**config.mk**
```make
export PLATFORM = sky130hd
export DESIGN_NAME = resid_clamp_acc
export DESIGN_NICKNAME = d
export VERILOG_FILES = /design/src/rtl/resacc_pkg.sv /design/src/rtl/resacc_estimator.sv /design/src/rtl/resacc_delay.sv /design/src/rtl/resacc_clamp.sv /design/src/rtl/resid_clamp_acc.sv
export SDC_FILE = /design/constraint.sdc
export NUM_CORES = 1
export LEC_CHECK = 0
export CAP_MARGIN = 20
export CORE_MARGIN = 5
export CORE_UTILIZATION = 45
export CTS_CLUSTER_DIAMETER = 40
export CTS_CLUSTER_SIZE = 8
export DETAILED_ROUTE_END_ITERATION = 10
export REMOVE_ABC_BUFFERS = 1
export SLEW_MARGIN = 20
export SYNTH_ARGS = -nofsm -noshare
export SYNTH_HDL_FRONTEND = slang
export SYNTH_SLANG_ARGS = --single-unit
```
**constraint.sdc**
```tcl
create_clock -name clk -period 11.6 [get_ports clk]
set_input_delay 1.16 -clock clk [delete_from_list [all_inputs] [get_ports clk]]
set_output_delay 1.16 -clock clk [all_outputs]
set_load 0.05 [all_outputs]
```
**src/rtl/resacc_pkg.sv**
```systemverilog
package resacc_pkg;

   // Where the raw accumulator sits relative to the clamp range
   typedef enum logic [1:0] {
      ZONE_INSIDE = 2'd0,
      ZONE_ABOVE  = 2'd1,
      ZONE_BELOW  = 2'd2
   } zone_e;

   localparam int MAX_DEPTH = 32;

endpackage

```
**src/rtl/resacc_estimator.sv**
```systemverilog
// Residual estimate from two successive raw sums and the bound crossed.
module resacc_estimator
   import resacc_pkg::*;
#(
   parameter int AW = 24,
   parameter int LO = 0,
   parameter int HI = 88
) (
   input  logic signed [AW-1:0] raw_i,
   input  logic signed [AW-1:0] prev_i,
   output logic signed [AW-1:0] res_o
);

   localparam logic signed [AW-1:0] LO_A = AW'(LO);
   localparam logic signed [AW-1:0] HI_A = AW'(HI);

   zone_e                zone;
   logic signed [AW-1:0] ref_v;
   logic signed [AW-1:0] diff;

   always_comb begin
      if (raw_i > HI_A)      zone = ZONE_ABOVE;
      else if (raw_i < LO_A) zone = ZONE_BELOW;
      else                   zone = ZONE_INSIDE;
   end

   always_comb begin
      ref_v = '0;
      diff  = '0;
      res_o = '0;
      unique case (zone)
         ZONE_ABOVE: begin
            ref_v = (prev_i > HI_A) ? prev_i : HI_A;
            diff  = ref_v - raw_i;
            res_o = (diff < 0) ? diff : '0;
         end
         ZONE_BELOW: begin
            ref_v = (prev_i < LO_A) ? prev_i : LO_A;
            diff  = ref_v - raw_i;
            res_o = (diff > 0) ? diff : '0;
         end
         default: res_o = '0;
      endcase
   end

endmodule

```
**src/rtl/resacc_delay.sv**
```systemverilog
// Residual feedback delay line; depth picks the implementation.
module resacc_delay #(
   parameter int AW    = 24,
   parameter int DEPTH = 8
) (
   input  logic                 clk,
   input  logic                 rst,
   input  logic signed [AW-1:0] d_i,
   output logic signed [AW-1:0] q_o
);

   generate
      if (DEPTH == 1) begin : g_single
         logic signed [AW-1:0] stage_q;
         always_ff @(posedge clk) begin
            if (rst) stage_q <= '0;
            else     stage_q <= d_i;
         end
         assign q_o = stage_q;
      end else begin : g_chain
         logic signed [AW-1:0] pipe_q [DEPTH];
         always_ff @(posedge clk) begin
            if (rst) begin
               for (int i = 0; i < DEPTH; i++) pipe_q[i] <= '0;
            end else begin
               pipe_q[0] <= d_i;
               for (int i = 1; i < DEPTH; i++) pipe_q[i] <= pipe_q[i-1];
            end
         end
         assign q_o = pipe_q[DEPTH-1];
      end
   endgenerate

endmodule

```
**src/rtl/resacc_clamp.sv**
```systemverilog
// Final hard limit of the corrected value to the output range.
module resacc_clamp #(
   parameter int AW = 24,
   parameter int W  = 16,
   parameter int LO = 0,
   parameter int HI = 88
) (
   input  logic signed [AW-1:0] v_i,
   output logic signed [W-1:0]  v_o
);

   localparam logic signed [AW-1:0] LO_A = AW'(LO);
   localparam logic signed [AW-1:0] HI_A = AW'(HI);

   always_comb begin
      if (v_i > HI_A)      v_o = HI_A[W-1:0];
      else if (v_i < LO_A) v_o = LO_A[W-1:0];
      else                 v_o = v_i[W-1:0];
   end

endmodule

```
**src/rtl/resid_clamp_acc.sv**
```systemverilog
module resid_clamp_acc
   import resacc_pkg::*;
#(
   parameter int W     = 16,
   parameter int GUARD = 8,
   parameter int LO    = 0,
   parameter int HI    = 32767,
   parameter int DEPTH = 8
) (
   input  logic                clk,
   input  logic                rst,
   input  logic signed [W-1:0] inc_i,
   output logic signed [W-1:0] y_o
);

   localparam int AW    = W + GUARD;
   localparam int RST_Y = (LO > 0) ? LO : ((HI < 0) ? HI : 0);

   // elaboration-time parameter checks
   generate
      if (DEPTH < 1 || DEPTH > MAX_DEPTH) begin : g_bad_depth
         $error("resid_clamp_acc: DEPTH must lie in 1..32");
      end
      if (LO >= HI) begin : g_bad_bounds
         $error("resid_clamp_acc: LO must be below HI");
      end
      if (LO < -(2 ** (W-1)) || HI > (2 ** (W-1)) - 1) begin : g_bad_range
         $error("resid_clamp_acc: bounds do not fit the output width");
      end
      if (GUARD < 2) begin : g_bad_guard
         $error("resid_clamp_acc: GUARD needs at least two bits");
      end
   endgenerate

   logic signed [AW-1:0] acc_q;
   logic signed [AW-1:0] fwd_q;
   logic signed [AW-1:0] inc_ext;
   logic signed [AW-1:0] inj;
   logic signed [AW-1:0] raw;
   logic signed [AW-1:0] res;
   logic signed [AW-1:0] fwd_n;
   logic signed [AW-1:0] corr;
   logic signed [W-1:0]  y_n;
   logic signed [W-1:0]  y_q;

   assign inc_ext = {{GUARD{inc_i[W-1]}}, inc_i};

   // raw sum with floating base: increment plus residual returning from the delay line
   assign raw = acc_q + inc_ext + inj;

   resacc_estimator #(.AW(AW), .LO(LO), .HI(HI)) u_est (
      .raw_i  (raw),
      .prev_i (acc_q),
      .res_o  (res)
   );

   resacc_delay #(.AW(AW), .DEPTH(DEPTH)) u_dly (
      .clk (clk),
      .rst (rst),
      .d_i (res),
      .q_o (inj)
   );

   // forward correction: gains each new residual, gives back what re-enters the loop
   assign fwd_n = fwd_q - inj + res;
   assign corr  = raw + fwd_n;

   resacc_clamp #(.AW(AW), .W(W), .LO(LO), .HI(HI)) u_clamp (
      .v_i (corr),
      .v_o (y_n)
   );

   always_ff @(posedge clk) begin
      if (rst) begin
         acc_q <= '0;
         fwd_q <= '0;
         y_q   <= W'(RST_Y);
      end else begin
         acc_q <= raw;
         fwd_q <= fwd_n;
         y_q   <= y_n;
      end
   end

   assign y_o = y_q;

endmodule

```
Yosys cells after proc, flatten, opt, wreduce, memory -nomap -nowiden --
Memories as Yosys holds them, arrays and structs flattened. Cells that the tools add are included.
Storage, ports and cells: RAM bits 192, register bits 64, word-level logic and storage cells 51, memories 1
Cells by class: add/subtract/negate cells 7, reduce and logical (&&, ||, !) cells 1, equality and inequality tests 2, mux-type cells 20, bitwise operators 8, magnitude comparators 8
Memory list:
- u_dly.g_chain.pipe_q | words 8, bits a word 24, read ports 8, clocked after memory_dff 0, write ports 8, line resacc_delay.sv:21 | logic signed [AW-1:0] pipe_q [DEPTH];
Operator list (count):
- 24-bit 2-to-1 mux | 12
- 24-bit by 1-bit less-than comparator with 1-bit output (second input constant) | 4
- 24-bit adder | 3
- 24-bit by 16-bit > comparator with 1-bit output (second input constant) | 3
- 24-bit subtractor | 3
- 24-bit case mux with 2 select lines | 1
- 15-bit 2-to-1 mux | 2
- 24-bit by 16-bit adder with 24-bit output | 1
- 24-bit by 1-bit > comparator with 1-bit output (second input constant) | 1
- 1-bit OR | 8
- 2-bit 2-to-1 mux | 2
- 1-bit 2-to-1 mux | 3
- 3-bit OR reduction | 1
- 2-bit by 1-bit equality test with 1-bit output (second input constant) | 1
- 2-bit equality test (second input constant) | 1

Logic depth before layout (Yosys ltp) --
depth in word-level cells 12, gate-level depth with buffers 50, gate-level depth less buffers 47

By module --
A second synthesis with hierarchy kept.
Unflattened totals: cells, all modules 1612, area total of the unflattened synthesis 14730.4 µm²
Modules (own cells, without submodules):
- resid_clamp_acc | times used 1, cells each 742, area each 6447.4 µm²
- resacc_delay | times used 1, cells each 405, area each 5148.7 µm²
- resacc_estimator | times used 1, cells each 428, area each 2921.6 µm²
- resacc_clamp | times used 1, cells each 37, area each 212.7 µm²

Worst setup path after synthesis --
OpenSTA, ideal clock, no wires.
path kind input-to-reg, start input inc_i[1], end register y_q[10] (netlist: y_o[10]), arrival 10664 ps, setup slack 791 ps, stages 47, path buffers 3, data required time 11454 ps, cells stage by stage inv_1 > fa_1 > inv_1 > ha_1 > fa_1 > a211oi_1 > o211ai_2 > a31oi_1 > xor2_1 > ha_1 > a21oi_1 > and2_1 > a221oi_1 > o21ai_0 > a22oi_1 > o31ai_1 > and3_1 > clkbuf_1 > [11 not listed] > o21ai_0 > nor2b_1 > xnor2_1 > ha_1 > a21o_1 > a21oi_1 > o21bai_1 > a21o_1 > a2111oi_0 > o31ai_1 > nand2_1 > o2bb2ai_1 > o21ai_0 > xnor2_1 > xnor3_2 > xnor2_4 > buf_6 > a211oi_2
On the way: cells in the longest elaborated chain, start to end 12
RTL lines:
- start: declaration | line resid_clamp_acc.sv:12 | input logic signed [W-1:0] inc_i,
- 24-bit by 16-bit adder with 24-bit output (*) | line resid_clamp_acc.sv:49 | assign raw = acc_q + inc_ext + inj;
- 24-bit adder (*) | line resid_clamp_acc.sv:49
- branches (longest 4 deep; another with 24-bit subtractor)
- 24-bit case mux with 2 select lines (*) | line resacc_estimator.sv:31 | unique case (zone)
- net res[1] | line resid_clamp_acc.sv:40 | logic signed [AW-1:0] res;
- 24-bit adder (*) | line resid_clamp_acc.sv:65 | assign fwd_n = fwd_q - inj + res;
- net fwd_n[8] | line resid_clamp_acc.sv:41 | logic signed [AW-1:0] fwd_n;
- 24-bit adder (*) | line resid_clamp_acc.sv:66 | assign corr = raw + fwd_n;
- 24-bit by 1-bit less-than comparator with 1-bit output | line resacc_clamp.sv:17 | else if (v_i < LO_A) v_o = LO_A[W-1:0];
- 15-bit 2-to-1 mux | line resacc_clamp.sv:17
- 15-bit 2-to-1 mux (*) | line resacc_clamp.sv:16 | if (v_i > HI_A) v_o = HI_A[W-1:0];
- end signal: assignment | line resid_clamp_acc.sv:77 | y_q <= W'(RST_Y);
- end signal: assignment | line resid_clamp_acc.sv:81 | y_q <= y_n;
- end: declaration | line resid_clamp_acc.sv:44 | logic signed [W-1:0] y_q;
Mark *: on every way through the listed nets, which the timed path passes. A chain may end at the register's enable or synchronous reset.

Worst setup path in the final report --
start input inc_i[1], end register y_q[1] (netlist: y_o[1])
On the way: cells in the longest elaborated chain, start to end 12
RTL lines:
- 24-bit by 16-bit adder with 24-bit output (*) | line resid_clamp_acc.sv:49
- 24-bit adder (*) | line resid_clamp_acc.sv:49
- net raw[22] | line resid_clamp_acc.sv:39 | logic signed [AW-1:0] raw;
- branches (longest 4 deep; another with 24-bit subtractor)
- 24-bit case mux with 2 select lines (*) | line resacc_estimator.sv:31
- net res[1] | line resid_clamp_acc.sv:40
- 24-bit adder (*) | line resid_clamp_acc.sv:65
- net fwd_n[8] | line resid_clamp_acc.sv:41
- 24-bit adder (*) | line resid_clamp_acc.sv:66
- 24-bit by 1-bit less-than comparator with 1-bit output | line resacc_clamp.sv:17
- 15-bit 2-to-1 mux | line resacc_clamp.sv:17
- 15-bit 2-to-1 mux (*) | line resacc_clamp.sv:16
Marked as above.

==> metrics.yaml <==
status:
  status: "completed"
drt:
  antenna_left: 0
  drc_errors: 0
  wirelength_um: 34400
  dr.pass1.iters: 5
  vias_per_cell: 5.23
  drtIter0Drc: 617
  routed-via-count: 10700
  wl_per_cell_um: 16.9
worst_setup_path:
  reg2reg_to: "y_o[1]"
  cp-start-kind: "input pin"
  cp_max_fo: 15
  ff2ff_path_depth: 45
  startpoint: "inc_i[1]"
  timing.rr.start: "u_dly.g_chain.pipe_q[1][75]"
  max_stage_delay_ps: 530
  crit_slowest_cell: "fa_1"
  endpoint_kind: "flip-flop"
  cpMostUsedCell: "o21ai_0"
  path_class: "in -> reg"
  worst_ep_arrival_time_ps: 11300
  reg2reg_setup_slack_ps: 1470
  endpoint: "y_o[1]"
  required_ps: 12040
die:
  initial_core_util: 0.452
  die_area_um2: 35100
  die_h_um: 187
  coreArea_um2: 31300
  rows: 65
  io_pins: 34
  die_w_um: 187
synthesis:
  synth_top_area_frac: 0.362
  synth.avg_cell_area_um2: 9.32
  syn_inst: 1520
  synth_seq_cells: 256
  synth-edff-count: 0
  ys_seq_area_frac: 0.362
  syn-cell-area_um2: 14200
  ys.warnings.count: 0
  yosysUniqueCellTypes: 87
  yosysTopAreaCell: "dfxtp_1"
  synth_top_flop_cell: "dfxtp_1"
  async_reset_ff_frac: 0
  ys_top_cells_by_area: "dfxtp_1 (36%), nor2b_1 (9.4%), ha_1 (8.6%), fa_1 (7.1%), xnor2_1 (4.6%)"
cells_and_area:
  final_layout_size_suffix_gt1_frac: 0.123
  num-fill-cells: 2859
  final_common_cell: "dfxtp_1"
  nNetsFinal: 1783
  instances_no_fill: 2040
  final_cell_mix: "dfxtp_1 (256), nor2b_1 (213), inv_1 (101), ha_1 (97), nor2_1 (92)"
  fin_area_um2: 16900
  antenna_cells: 0
  syn2layout_area_growth_pct: 19.4
clock_tree:
  cts_root_buf: "clkbuf_16"
  cts-buffers-inserted: 47
  clkLatencyLatePin_ps: 540
  cts_buffer_depth: 3
  hold_buffers: 0
  cts.sinks: 256
  cts_max_level: 2
  tritoncts: "yes"
  clk_pin_slew_ps: 40
timing:
  drv_slew: 0
  grt_setup_unrepaired: "no"
  hold_violations: 0
  tightest_slew_ps: 789
  setup_viol: 0
  fin_skew_ps: 16.3
  fmax_mhz: 92.1
  min_period_ps: 10860
  post-route-period-util: 0.936
  fin_tns_setup_ps: 0
  hold_ws_ps: 428
  maxSlewHeadroom: 0.474
global_route:
  grt-ovfl-total: 0
  antenna_found_initial: 0
  grt_first_pass_wirelength_um: 56700
  grt_pass1_vias: 10600
  grt_max_degree: 104
  track_usage: 0.197
placement:
  gp_congestion: 0.889
  dp_cells: 1969
  hpwl_um: 25600
  io_buffers: 33
  place_area_um2: 15300
job:
  cap_viol_max_count: 0
worst_hold_path:
  min_path_type: "reg -> reg"
-- cells in the mapped netlist (all sizes together), types with 6 or more instances --
| master | n |
|---|---|
| a211oi | 28 |
| a21o | 28 |
| a21oi | 70 |
| a22o | 7 |
| a22oi | 8 |
| a31oi | 17 |
| and2 | 21 |
| and3 | 14 |
| buf | 13 |
| clkbuf | 41 |
| dfxtp | 256 |
| fa | 50 |
| ha | 97 |
| inv | 105 |
| nand2 | 71 |
| nand2b | 28 |
| nand3 | 23 |
| nand4 | 7 |
| nor2 | 92 |
| nor2b | 213 |
| nor3 | 15 |
| o211ai | 15 |
| o21a | 12 |
| o21ai | 55 |
| o21bai | 6 |
| o22ai | 18 |
| or2 | 7 |
| or3 | 8 |
| xnor2 | 76 |
| xor2 | 32 |
-- per-stage QoR --
stage | worst slack (ps) | util
after floorplan | 882 | -
after global placement | 19.2 | 0.489
after detailed placement | -123 | 0.489
after CTS | 366 | 0.537
after global routing | 59.1 | 0.540
final | 739 | 0.540
-- sequential cells by signal, indices dropped and copies added, names as in the netlist --
signal                count
u_dly.g_chain.pipe_q    192
y_o                      16
fwd_q                    24
acc_q                    24
-- repair_timing --
| item | 4_1_cts | 5_1_grt |
|---|---|---|
| gates resized for setup | 0 | 17 |
| buffers inserted | 0 | 2 |
| endpoints found under the setup margin | 0 | 15 |
-- worst max-delay path: cells and delay by family --
family / cells / cell delay, ps
fa+ha+maj: 6 / 2330
xor+xnor: 4 / 860
compound gates: 24 / 4600
simple gates: 6 / 1030
buf+inv: 8 / 1280
-- how the worst min path moves through the flow --
stage                                 from                          end  slack (ps)  cells after the start
2_1_floorplan   u_dly.g_chain.pipe_q[0][0]  u_dly.g_chain.pipe_q[0][24]         410                      1
3_3_place_gp   u_dly.g_chain.pipe_q[0][77]   u_dly.g_chain.pipe_q[1][5]         420                      1
3_5_place_dp   u_dly.g_chain.pipe_q[0][53]  u_dly.g_chain.pipe_q[0][77]         420                      1
4_1_cts        u_dly.g_chain.pipe_q[1][36]  u_dly.g_chain.pipe_q[1][60]         430                      1
5_1_grt        u_dly.g_chain.pipe_q[0][60]  u_dly.g_chain.pipe_q[0][84]         450                      1
6_report       u_dly.g_chain.pipe_q[1][36]  u_dly.g_chain.pipe_q[1][60]         430                      1
-- metal layers --
layer  wire (µm)  global-route usage  share of wire  vias up
met5           0                   0              0        -
li1            -                   -              -     5359
met2       14500               0.294           0.42      229
met4         876              0.0582          0.025        0
met3        1780              0.0325          0.052       63
met1       17200               0.293           0.50     5018
-- logic make-up (layout without fill, tap and decap cells) --
logic type | after synthesis | after routing | share of synthesized area
other | 1 | 1 | 0.000265
buffers and inverters | 160 | 278 | 0.0437
XOR/XNOR | 109 | 109 | 0.0714
adder cells (fa/ha/maj) | 150 | 150 | 0.158
AND/OR/NAND/NOR | 515 | 515 | 0.199
AO/OA/AOI/OAI | 328 | 328 | 0.165
flip-flops | 256 | 256 | 0.362
multiplexers | 1 | 1 | 0.000707
-- layout make-up --
class	instances	area, µm²	share of cell area
clock buffer	51	1210	0.0716
clock inverter	18	289	0.0171
inverter	106	398	0.0235
multi-input combinational	1104	8500	0.503
sequential	256	5120	0.303
tap	402	503	0.0297
timing repair buffer	103	885	0.0523
Power is not shown: default switching activity piles up to over one toggle a cycle in this logic, so the estimate is an artifact.
